===== config.mk =====
export PLATFORM = sky130hd
export DESIGN_NAME = hsync_regen
export DESIGN_NICKNAME = d
export VERILOG_FILES = /design/src/rtl/hsr_pkg.sv /design/src/rtl/hsr_line_timer.sv /design/src/rtl/hsr_edge_meter.sv /design/src/rtl/hsr_delay_line.sv /design/src/rtl/hsync_regen.sv
export SDC_FILE = /design/constraint.sdc
export NUM_CORES = 1
export LEC_CHECK = 0
export BUFFER_PORTS_ARGS = -buffer_cell sky130_fd_sc_hd__buf_2
export CORE_ASPECT_RATIO = 2
export CORE_MARGIN = 5
export CORE_UTILIZATION = 30
export CTS_CLUSTER_SIZE = 25
export DETAILED_ROUTE_END_ITERATION = 8
export MAX_ROUTING_LAYER = met4
export PLACE_DENSITY_LB_ADDON = 0.1
export SYNTH_ARGS = -nofsm -noshare
export SYNTH_HDL_FRONTEND = slang
export SYNTH_SLANG_ARGS = --single-unit

===== constraint.sdc =====
create_clock -name clk -period 21.7 [get_ports clk]
set_clock_uncertainty 0.15 [all_clocks]
set_input_delay 2.17 -clock clk [delete_from_list [all_inputs] [get_ports clk]]
set_output_delay 2.17 -clock clk [all_outputs]
set_load 0.01 [all_outputs]

===== src/rtl/hsr_pkg.sv =====
package hsr_pkg;

  // Kind of line reference seen in a cycle.
  typedef enum logic [1:0] {
    REF_NONE = 2'd0,
    REF_REAL = 2'd1,   // data enable fell this cycle
    REF_FLY  = 2'd2    // period elapsed with no fall (vertical blanking)
  } ref_kind_t;

  localparam int HSR_MED_W = 16;

  function automatic logic [HSR_MED_W-1:0] median3(
    input logic [HSR_MED_W-1:0] a,
    input logic [HSR_MED_W-1:0] b,
    input logic [HSR_MED_W-1:0] c
  );
    logic [HSR_MED_W-1:0] lo, hi, mid;
    lo  = (a < b) ? a : b;
    hi  = (a < b) ? b : a;
    mid = (hi < c) ? hi : c;
    return (lo > mid) ? lo : mid;
  endfunction

endpackage


===== src/rtl/hsr_line_timer.sv =====
module hsr_line_timer
  import hsr_pkg::*;
#(
  parameter int CNT_W = 12
) (
  input  logic             clk,
  input  logic             rst,
  input  logic             de_in,
  output ref_kind_t        ref_kind,
  output logic [CNT_W-1:0] pos
);
  localparam logic [CNT_W-1:0] CNT_MAX = '1;

  logic             de_d;
  logic             started_q;
  logic [CNT_W-1:0] cnt_q;
  logic [CNT_W-1:0] period_q;
  logic [CNT_W-1:0] cnt_inc;
  logic             sat;
  logic             fall;
  logic             wrap;

  assign sat     = (cnt_q == CNT_MAX);
  assign cnt_inc = sat ? cnt_q : cnt_q + 1'b1;
  assign fall    = de_d & ~de_in;
  assign wrap    = !fall && (period_q != '0) && !sat && (cnt_inc == period_q);

  always_comb begin
    if (fall)      ref_kind = REF_REAL;
    else if (wrap) ref_kind = REF_FLY;
    else           ref_kind = REF_NONE;
  end

  assign pos = (fall || wrap) ? '0 : cnt_inc;

  always_ff @(posedge clk) begin
    if (rst) begin
      de_d      <= 1'b0;
      started_q <= 1'b0;
      cnt_q     <= '0;
      period_q  <= '0;
    end else begin
      de_d  <= de_in;
      cnt_q <= pos;
      if (fall) begin
        started_q <= 1'b1;
        if (started_q) period_q <= sat ? '0 : cnt_inc;
      end
    end
  end

  // the position counter never reaches a learned period
  p_count_in_period_r7: assert property (@(posedge clk) disable iff (rst)
    (period_q != '0) |-> (cnt_q < period_q));

  // a flywheel reference needs an earlier real reference
  p_fly_after_real_r7: assert property (@(posedge clk) disable iff (rst)
    (ref_kind == REF_FLY) |-> started_q);

endmodule


===== src/rtl/hsr_edge_meter.sv =====
module hsr_edge_meter
  import hsr_pkg::*;
#(
  parameter int CNT_W = 12
) (
  input  logic             clk,
  input  logic             rst,
  input  logic             hs_in,
  input  ref_kind_t        ref_kind,
  input  logic [CNT_W-1:0] pos,
  output logic             idle_lvl,
  output logic [CNT_W-1:0] med_off,
  output logic [CNT_W-1:0] last_width,
  output logic             three_seen
);
  localparam int HIST = 3;
  localparam logic [CNT_W-1:0] W_MAX = '1;

  logic             hs_d;
  logic             idle_q;
  logic             armed_q;
  logic             inpulse_q;
  logic [CNT_W-1:0] wcnt_q;
  logic [CNT_W-1:0] width_q;
  logic [CNT_W-1:0] hist_q [HIST];
  logic [1:0]       nmeas_q;
  logic             act_in;
  logic             armed_cur;
  logic             lead;

  assign idle_lvl  = (ref_kind == REF_REAL) ? hs_d : idle_q;
  assign act_in    = hs_in ^ idle_lvl;
  assign armed_cur = (ref_kind != REF_NONE) | armed_q;
  assign lead      = armed_cur & act_in & ~inpulse_q;

  assign med_off    = CNT_W'(median3(HSR_MED_W'(hist_q[0]), HSR_MED_W'(hist_q[1]),
                                     HSR_MED_W'(hist_q[2])));
  assign last_width = width_q;
  assign three_seen = (nmeas_q == 2'd3);

  always_ff @(posedge clk) begin
    if (rst) begin
      hs_d      <= 1'b0;
      idle_q    <= 1'b0;
      armed_q   <= 1'b0;
      inpulse_q <= 1'b0;
      wcnt_q    <= '0;
      width_q   <= '0;
      nmeas_q   <= '0;
      for (int i = 0; i < HIST; i++) hist_q[i] <= '0;
    end else begin
      hs_d   <= hs_in;
      idle_q <= idle_lvl;
      if (lead) begin
        for (int i = HIST-1; i > 0; i--) hist_q[i] <= hist_q[i-1];
        hist_q[0] <= pos;
        if (nmeas_q != 2'd3) nmeas_q <= nmeas_q + 2'd1;
        armed_q   <= 1'b0;
        inpulse_q <= 1'b1;
        wcnt_q    <= CNT_W'(1);
      end else begin
        armed_q <= armed_cur;
        if (inpulse_q) begin
          if (act_in) begin
            if (wcnt_q != W_MAX) wcnt_q <= wcnt_q + 1'b1;
          end else begin
            width_q   <= wcnt_q;
            inpulse_q <= 1'b0;
          end
        end
      end
    end
  end

  // by the second measured edge a complete width is on record
  p_width_known_r4: assert property (@(posedge clk) disable iff (rst)
    (nmeas_q >= 2'd2) |-> (width_q != '0));

  // a leading edge stores the position supplied by the line timer
  p_edge_stores_pos_r3: assert property (@(posedge clk) disable iff (rst)
    lead |=> (hist_q[0] == $past(pos)));

endmodule


===== src/rtl/hsr_delay_line.sv =====
module hsr_delay_line #(
  parameter int W = 3,
  parameter int D = 4
) (
  input  logic         clk,
  input  logic         rst,
  input  logic [W-1:0] din,
  output logic [W-1:0] dout
);
  logic [W-1:0] stg [D];

  for (genvar i = 0; i < D; i++) begin : g_stage
    if (i == 0) begin : g_head
      always_ff @(posedge clk) begin
        if (rst) stg[i] <= '0;
        else     stg[i] <= din;
      end
    end else begin : g_body
      always_ff @(posedge clk) begin
        if (rst) stg[i] <= '0;
        else     stg[i] <= stg[i-1];
      end
    end
  end

  assign dout = stg[D-1];

endmodule


===== src/rtl/hsync_regen.sv =====
module hsync_regen
  import hsr_pkg::*;
#(
  parameter int CNT_W = 12,
  parameter int LAT   = 4
) (
  input  logic clk,
  input  logic rst,
  input  logic de_in,
  input  logic hs_in,
  input  logic vs_in,
  output logic de_out,
  output logic hs_out,
  output logic vs_out
);
  localparam int SIG_W = 3;

  ref_kind_t        ref_kind;
  logic [CNT_W-1:0] pos;
  logic             idle_lvl;
  logic [CNT_W-1:0] med_off;
  logic [CNT_W-1:0] last_width;
  logic             three_seen;

  logic             lock_q;
  logic [CNT_W-1:0] med_q;
  logic [CNT_W-1:0] wid_q;
  logic             is_ref;
  logic             lock_cur;
  logic [CNT_W-1:0] med_cur;
  logic [CNT_W-1:0] wid_cur;
  logic [CNT_W:0]   win_end;
  logic             regen_act;
  logic             hs_sel;
  logic [SIG_W-1:0] pipe_in;
  logic [SIG_W-1:0] pipe_out;

  hsr_line_timer #(.CNT_W(CNT_W)) u_timer (
    .clk      (clk),
    .rst      (rst),
    .de_in    (de_in),
    .ref_kind (ref_kind),
    .pos      (pos)
  );

  hsr_edge_meter #(.CNT_W(CNT_W)) u_meter (
    .clk        (clk),
    .rst        (rst),
    .hs_in      (hs_in),
    .ref_kind   (ref_kind),
    .pos        (pos),
    .idle_lvl   (idle_lvl),
    .med_off    (med_off),
    .last_width (last_width),
    .three_seen (three_seen)
  );

  // Line parameters are taken at the line reference and held for the line.
  assign is_ref   = (ref_kind != REF_NONE);
  assign lock_cur = is_ref ? three_seen : lock_q;
  assign med_cur  = is_ref ? med_off    : med_q;
  assign wid_cur  = is_ref ? last_width : wid_q;

  assign win_end   = {1'b0, med_cur} + {1'b0, wid_cur};
  assign regen_act = (pos >= med_cur) && ({1'b0, pos} < win_end);
  assign hs_sel    = lock_cur ? (regen_act ^ idle_lvl) : hs_in;

  always_ff @(posedge clk) begin
    if (rst) begin
      lock_q <= 1'b0;
      med_q  <= '0;
      wid_q  <= '0;
    end else begin
      lock_q <= lock_cur;
      med_q  <= med_cur;
      wid_q  <= wid_cur;
    end
  end

  assign pipe_in = {de_in, vs_in, hs_sel};

  hsr_delay_line #(.W(SIG_W), .D(LAT)) u_align (
    .clk  (clk),
    .rst  (rst),
    .din  (pipe_in),
    .dout (pipe_out)
  );

  assign de_out = pipe_out[2];
  assign vs_out = pipe_out[1];
  assign hs_out = pipe_out[0];

  // once regeneration starts it holds until reset
  p_lock_hold_r2: assert property (@(posedge clk) disable iff (rst)
    lock_q |=> lock_q);

  // regeneration needs three measured edges at some line start
  p_lock_needs_three_r2: assert property (@(posedge clk) disable iff (rst)
    $rose(lock_q) |-> $past(three_seen));

endmodule


Word level (Yosys, flattened, before mapping)
Memories as Yosys holds them, arrays and structs flattened.
Cells that the tools add are included.
Widths: inputs -> output; s select.
- $add $sub $neg: 4
- magnitude comparators: 5
- equal/unequal tests: 6
- muxes and demuxes: 34
- bitwise gates (word level): 17
- reductions and logical operators: 18
- operators with widths (cell ; number):
    $mux 12 ; 12
    $add 12x1->12 const B ; 2
    $gt 12x16->1 ; 1
    $lt 16x12->1 ; 1
    $mux 1 ; 16
    $add 12x12->13 ; 1
    $lt 12x13->1 ; 1
    $eq 12x12->1 ; 1
    $eq 12x12->1 const B ; 1
    $ge 12x12->1 ; 1
    $lt 12x12->1 ; 1
    $mux 3 ; 4
    $ne 12x12->1 const B ; 1
    $reduce_bool 12->1 ; 1
    $reduce_and 3->1 ; 3
    $or 1x1->1 ; 8
    $reduce_bool 2->1 ; 4
    $logic_and 1x1->1 ; 4
    $mux 2 ; 2
    $not 1->1 ; 4
    $reduce_and 2->1 ; 2
    $and 1x1->1 ; 3
    $add 2x1->2 const B ; 1
    $eq 2x1->1 const B ; 1
    6 further kinds ; 8
- bits in registers: 81
- RAM bits: 48
- input port bits: 5
- output and inout bits: 3
- logic and storage cells: 101
- memories: 2
- memories (memory ; depth ; bits a word ; read ports ; clocked after memory_dff ; write ports ; line ; source):
    u_meter.hist_q ; 3 ; 12 ; 3 ; 0 ; 3 ; hsr_edge_meter.sv:25 ; logic [CNT_W-1:0] hist_q [HIST];
    u_align.stg ; 4 ; 3 ; 4 ; 0 ; 4 ; hsr_delay_line.sv:10 ; logic [W-1:0] stg [D];

Logic depth before layout (Yosys ltp)
- word-level depth: 17
- mapped depth: 50
- gate-level depth less buffers: 47

By module
From an unflattened synthesis, not the netlist that was laid out.
- cell total of the unflattened synthesis: 867
- area, all modules: 8191.6 µm²
- by module, submodules not included (module ; times used ; cells each ; area an instance (µm²) ; seq. area each (µm²)):
    hsr_edge_meter ; 1 ; 401 ; 4051.4 ; 1681.6
    hsync_regen ; 1 ; 245 ; 2222.1 ; 500.5
    hsr_line_timer ; 1 ; 196 ; 1551.5 ; 520.5
    hsr_delay_line ; 1 ; 25 ; 366.6 ; 240.2

Worst setup path before layout
Ideal clock, no wire load.
- path kind: reg2reg
- from: mem u_meter.hist_q[0][5]
- to: mem u_align.stg[0][0]
- library setup time: 0.088 ns
- data arrival time: 8.675 ns
- path slack: 12.787 ns
- stages on the path, launching flop included: 47
- path buffers: 3
- period minus slack after synthesis: 8.913 ns
- path through: edfxtp_1 > ha_1 > a21oi_1 > nor3_2 > nor4_4 > nand2_1 > clkbuf_1 > o21ai_0 > ha_1 > a21oi_1 > nand3b_1 > or2_2 > a2111oi_1 > a211o_1 > buf_2 > mux2i_1 > ha_1 > a21o_1 > (+11 left out) > ha_1 > a31oi_1 > a21oi_1 > o21ai_0 > nand2b_1 > a311o_1 > nor4b_4 > a311oi_2 > ha_1 > o21ai_0 > nand2b_1 > a21oi_1 > a2111oi_0 > nand2_1 > a21oi_1 > nor3_1 > mux2_2 > nor4_2
- RTL lines (what ; line):
    start, declared ; hsr_edge_meter.sv:25
    end, declared ; hsr_delay_line.sv:10

==> flow_metrics.py <==
metrics = {
    "timing": {
        "tightest_slew_ns": 1.10,
        "final_min_period_over_clock_period_pct": 50.0,
        "setup_viol": 0,
        "timing_max_transition_violations_final": 0,
        "maxClockFrequency_ghz": 0.0922,
        "max_slew_margin_pct": 26.1,
        "finalCriticalPeriod_ns": 10.84,
        "final_critical_path_setup_slack_ns": 10.86,
        "unrepaired_setup_endpoints_after_global_routing": "no",
        "hold_viol_final": 0,
        "setup_tns_final_ns": 0,
        "timing.hold.ws_ns": 0.284,
    },
    "floorplanning": {
        "initial_core_util_pct": 30.3,
        "placementRows": 85,
        "die_area_um2": 30800,
        "floorplan.die.height_um": 243,
        "design.portCount": 8,
        "fp.coreArea_um2": 26900,
        "die_width_um": 127,
    },
    "clocking": {
        "clock_latency_ns": 0.43,
        "hold_buf_count_cts": 0,
        "numClockSinks": 128,
        "cts_buffer_depth": 2,
        "clock-root-buffer": "clkbuf_16",
        "cts.htree.levels": 4,
        "cts_resized": 0,
        "cts_tree": "done",
        "clk_pin_slew_worst_paths_ns": 0.06,
        "tritoncts.num_buffers": 17,
        "postCtsSetupRepairBufs": 0,
    },
    "finish": {
        "number_of_antenna_diodes": 0,
        "drive_above_1_share_pct": 9.48,
        "fillers": 2855,
        "final_area_um2": 9080,
        "final_nets": 1009,
        "area_growth_syn_to_layout_pct": 11.3,
        "post_layout_nonfiller_instances": 1297,
    },
    "critical_path": {
        "setup.worst_path.end_class": "flop",
        "max_stage_delay_ns": 0.61,
        "crit_required_ns": 21.89,
        "reg2regPathDepth": 46,
        "r2r-start": "u_meter.hist_q[0][11]",
        "critical_path.max_fanout": 21,
        "crit_path_start_kind": "flop",
        "slowest_stage": "a211o_1",
        "crit_arrival_ns": 11.03,
        "critPathLaunch": "u_meter.hist_q[0][11]",
        "r2r_slack_ns": 10.86,
        "path_common_cell": "a21oi_1",
        "worst-setup-path-type": "flop to flop",
        "regToRegEndpoint": "u_align.stg[0][0]",
    },
    "power": {
        "comb_power_share_pct": 23.8,
        "vdd_ir_drop_max_mv": 0.0437,
        "leakage_nw": 3.64,
        "switching_share_pct": 32.5,
        "p_int_mw": 0.482,
        "net-switching-power_mw": 0.232,
        "pwr-share-clk_pct": 39.6,
        "p_per_area_nw_per_um2": 78.7,
        "sequentialPowerShare_pct": 36.7,
    },
    "global_routing": {
        "antenna_violations_before_repair": 0,
        "number_of_global_route_vias_before_repair": 6783,
        "grt_overflow": 0,
        "grt_max_degree": 58,
        "grt.total_usage_pct": 17.1,
        "wire_length_of_the_first_global_routing_pass_um": 39200,
    },
    "place": {
        "port-buffer-count": 7,
        "place.detailed.hpwl_um": 19700,
        "numPlacedInstances": 1265,
        "gp_congestion": 0.878,
        "placement.setup.worst_slack_ns": 10.87,
        "placed_area_um2": 8500,
    },
    "logic_synthesis": {
        "synth.yosys.seq_area_share_pct": 35.8,
        "yosys.cell_types.count": 85,
        "yosysWarningCount": 0,
        "syn-cell-area_um2": 8150,
        "synth-main-ff-cell": "dfxtp_1",
        "post_synth.cell_area_avg_um2": 8.63,
        "synth-seq-cells": 128,
        "synthesis.nets": 1018,
        "synth-edff-count": 36,
        "synthesis.instances": 945,
        "async_sr_flop_fraction_pct": 0,
    },
    "route": {
        "wirelength_um": 25300,
        "drt_pass1_iterations": 4,
        "avgRoutedWirePerCell_um": 19.5,
        "remaining_drc_errors": 0,
        "detailedRoute.firstIterationViolations": 314,
        "ant_nets": 0,
        "vias": 6669,
        "vias_per_inst": 5.14,
    },
    "outcome": {
        "run_status": "finished clean",
    },
    "hold_path": {
        "timing.hold.worst_endpoint": "u_align.stg[2][0]",
        "hold-path-cell-count": 1,
        "min_from": "u_align.stg[1][0]",
        "holdCritPathClass": "flop to flop",
    },
    "flow_run": {
        "max_cap_violations": 0,
    },
}
worst max-delay path, delay by kind of cell, from the launching register on:
kind / cells / cell delay [ns]
compound gates: 21 / 4.79
simple gates: 15 / 2.99
fa+ha+maj: 5 / 1.27
mux: 4 / 1.01
flops: 1 / 0.43
buf+inv: 1 / 0.10
state kept, by name, indices dropped and copies added (netlist names):
signal	count
u_meter.inpulse_q	1
u_align.stg	11
u_meter.hs_d	1
u_meter.hist_q	36
u_meter.wcnt_q	12
wid_q	12
med_q	12
u_meter.nmeas_q	2
u_timer.cnt_q	12
u_meter.idle_q	1
lock_q	1
u_timer.started_q	1
u_meter.last_width	12
u_meter.armed_q	1
u_timer.de_d	1
u_timer.period_q	12
routing by layer:
metal  part of all wire (%)  up-vias  GRT usage [%]
met5                      0        -              -
met4                    3.7        0           7.42
met3                    1.6       44           2.24
met2                     59       91           33.5
met1                     36     3195           16.1
li1                       -     3339              -
worst max path at each step:
stage / endpoint / slack (ns) / cells past startpoint
CTS: u_align.stg[0][0] / 10.83 / 46
global route: u_align.stg[0][0] / 9.88 / 43
global placement: u_align.stg[0][0] / 11.00 / 45
floorplan: u_align.stg[0][0] / 12.79 / 46
finish: u_align.stg[0][0] / 10.86 / 46
detailed placement: u_align.stg[0][0] / 10.87 / 46
cell usage in the layout (no fill, tap or decap), drive strengths merged, types with 10 or more instances in the layout:
cell type	n
xnor2	26
mux2	15
nor2	113
clkbuf	22
o21ai	58
dfxtp	92
nand2b	14
nand4	14
edfxtp	36
nand3	35
xor2	17
ha	68
nor2b	30
nor3	17
a21oi	63
a21o	11
inv	58
buf	16
and2	17
mux2i	27
nor4	10
nand2	78
power groups by stage:
stage                     Sequential [mW]  Combinational, mW  Clock [mW]
after detailed placement            0.267              0.171           0
after CTS                           0.262              0.172       0.291
after global routing                0.263              0.190       0.301
after floorplan                     0.263              0.124           0
after global placement              0.267              0.171           0
final                               0.262              0.170       0.283
cells by family after synthesis:
group | after synthesis | share of synthesized area, %
and+or+nand+nor | 362 | 22.5
AOI/OAI and AO/OA | 203 | 16.2
DFF | 128 | 35.8
buffers and inverters | 99 | 4.96
adders and majority gates | 68 | 10.4
xor gates and xnor gates | 43 | 4.71
muxes | 42 | 5.43
area by class of cell:
class / count / area, um2 / area share [%]
tap: 348 / 435 / 4.80
sequential: 128 / 2920 / 32.2
timing repair buffer: 16 / 103 / 1.13
inverter: 55 / 206 / 2.27
clock buffer: 22 / 507 / 5.58
multi-input combinational: 718 / 4830 / 53.2
clock inverter: 10 / 72.6 / 0.800
synth_stat cells (4+ instances only):
cell type | count | area share (%)
nor2b_1 | 30 | 2.3
o211ai_1 | 7 | 0.64
nand4_1 | 13 | 1.0
nor3b_1 | 4 | 0.37
a21oi_1 | 63 | 3.9
nor4_1 | 7 | 0.54
a211oi_1 | 7 | 0.64
and2_1 | 16 | 1.2
dfxtp_1 | 92 | 23
nor3_1 | 16 | 0.98
a2111oi_0 | 5 | 0.54
inv_1 | 53 | 2.4
xor2_1 | 17 | 1.8
nand3_1 | 34 | 2.1
ha_1 | 68 | 10
buf_2 | 11 | 0.68
a21o_1 | 10 | 0.92
nand2_1 | 78 | 3.6
or2_2 | 6 | 0.46
mux2_2 | 14 | 1.9
xnor2_1 | 25 | 2.7
and3_1 | 8 | 0.61
a31oi_1 | 4 | 0.31
edfxtp_1 | 36 | 13
o21ai_0 | 53 | 3.3
nand2b_1 | 14 | 1.1
o22ai_1 | 4 | 0.31
mux2i_1 | 26 | 3.2
clkbuf_1 | 27 | 1.2
nor2_1 | 111 | 5.1
a211o_1 | 5 | 0.54
o21ai_1 | 5 | 0.31
stage by stage:
| step | power, mW | util (%) |
|---|---|---|
| 6_report | 0.715 | 33.7 |
| 4_1_cts | 0.725 | 33.7 |
| 3_3_place_gp | 0.439 | 31.6 |
| 2_1_floorplan | 0.388 | - |
| 5_1_grt | 0.753 | 33.7 |
| 3_5_place_dp | 0.438 | 31.6 |
Power figures use the tool's default switching activity.
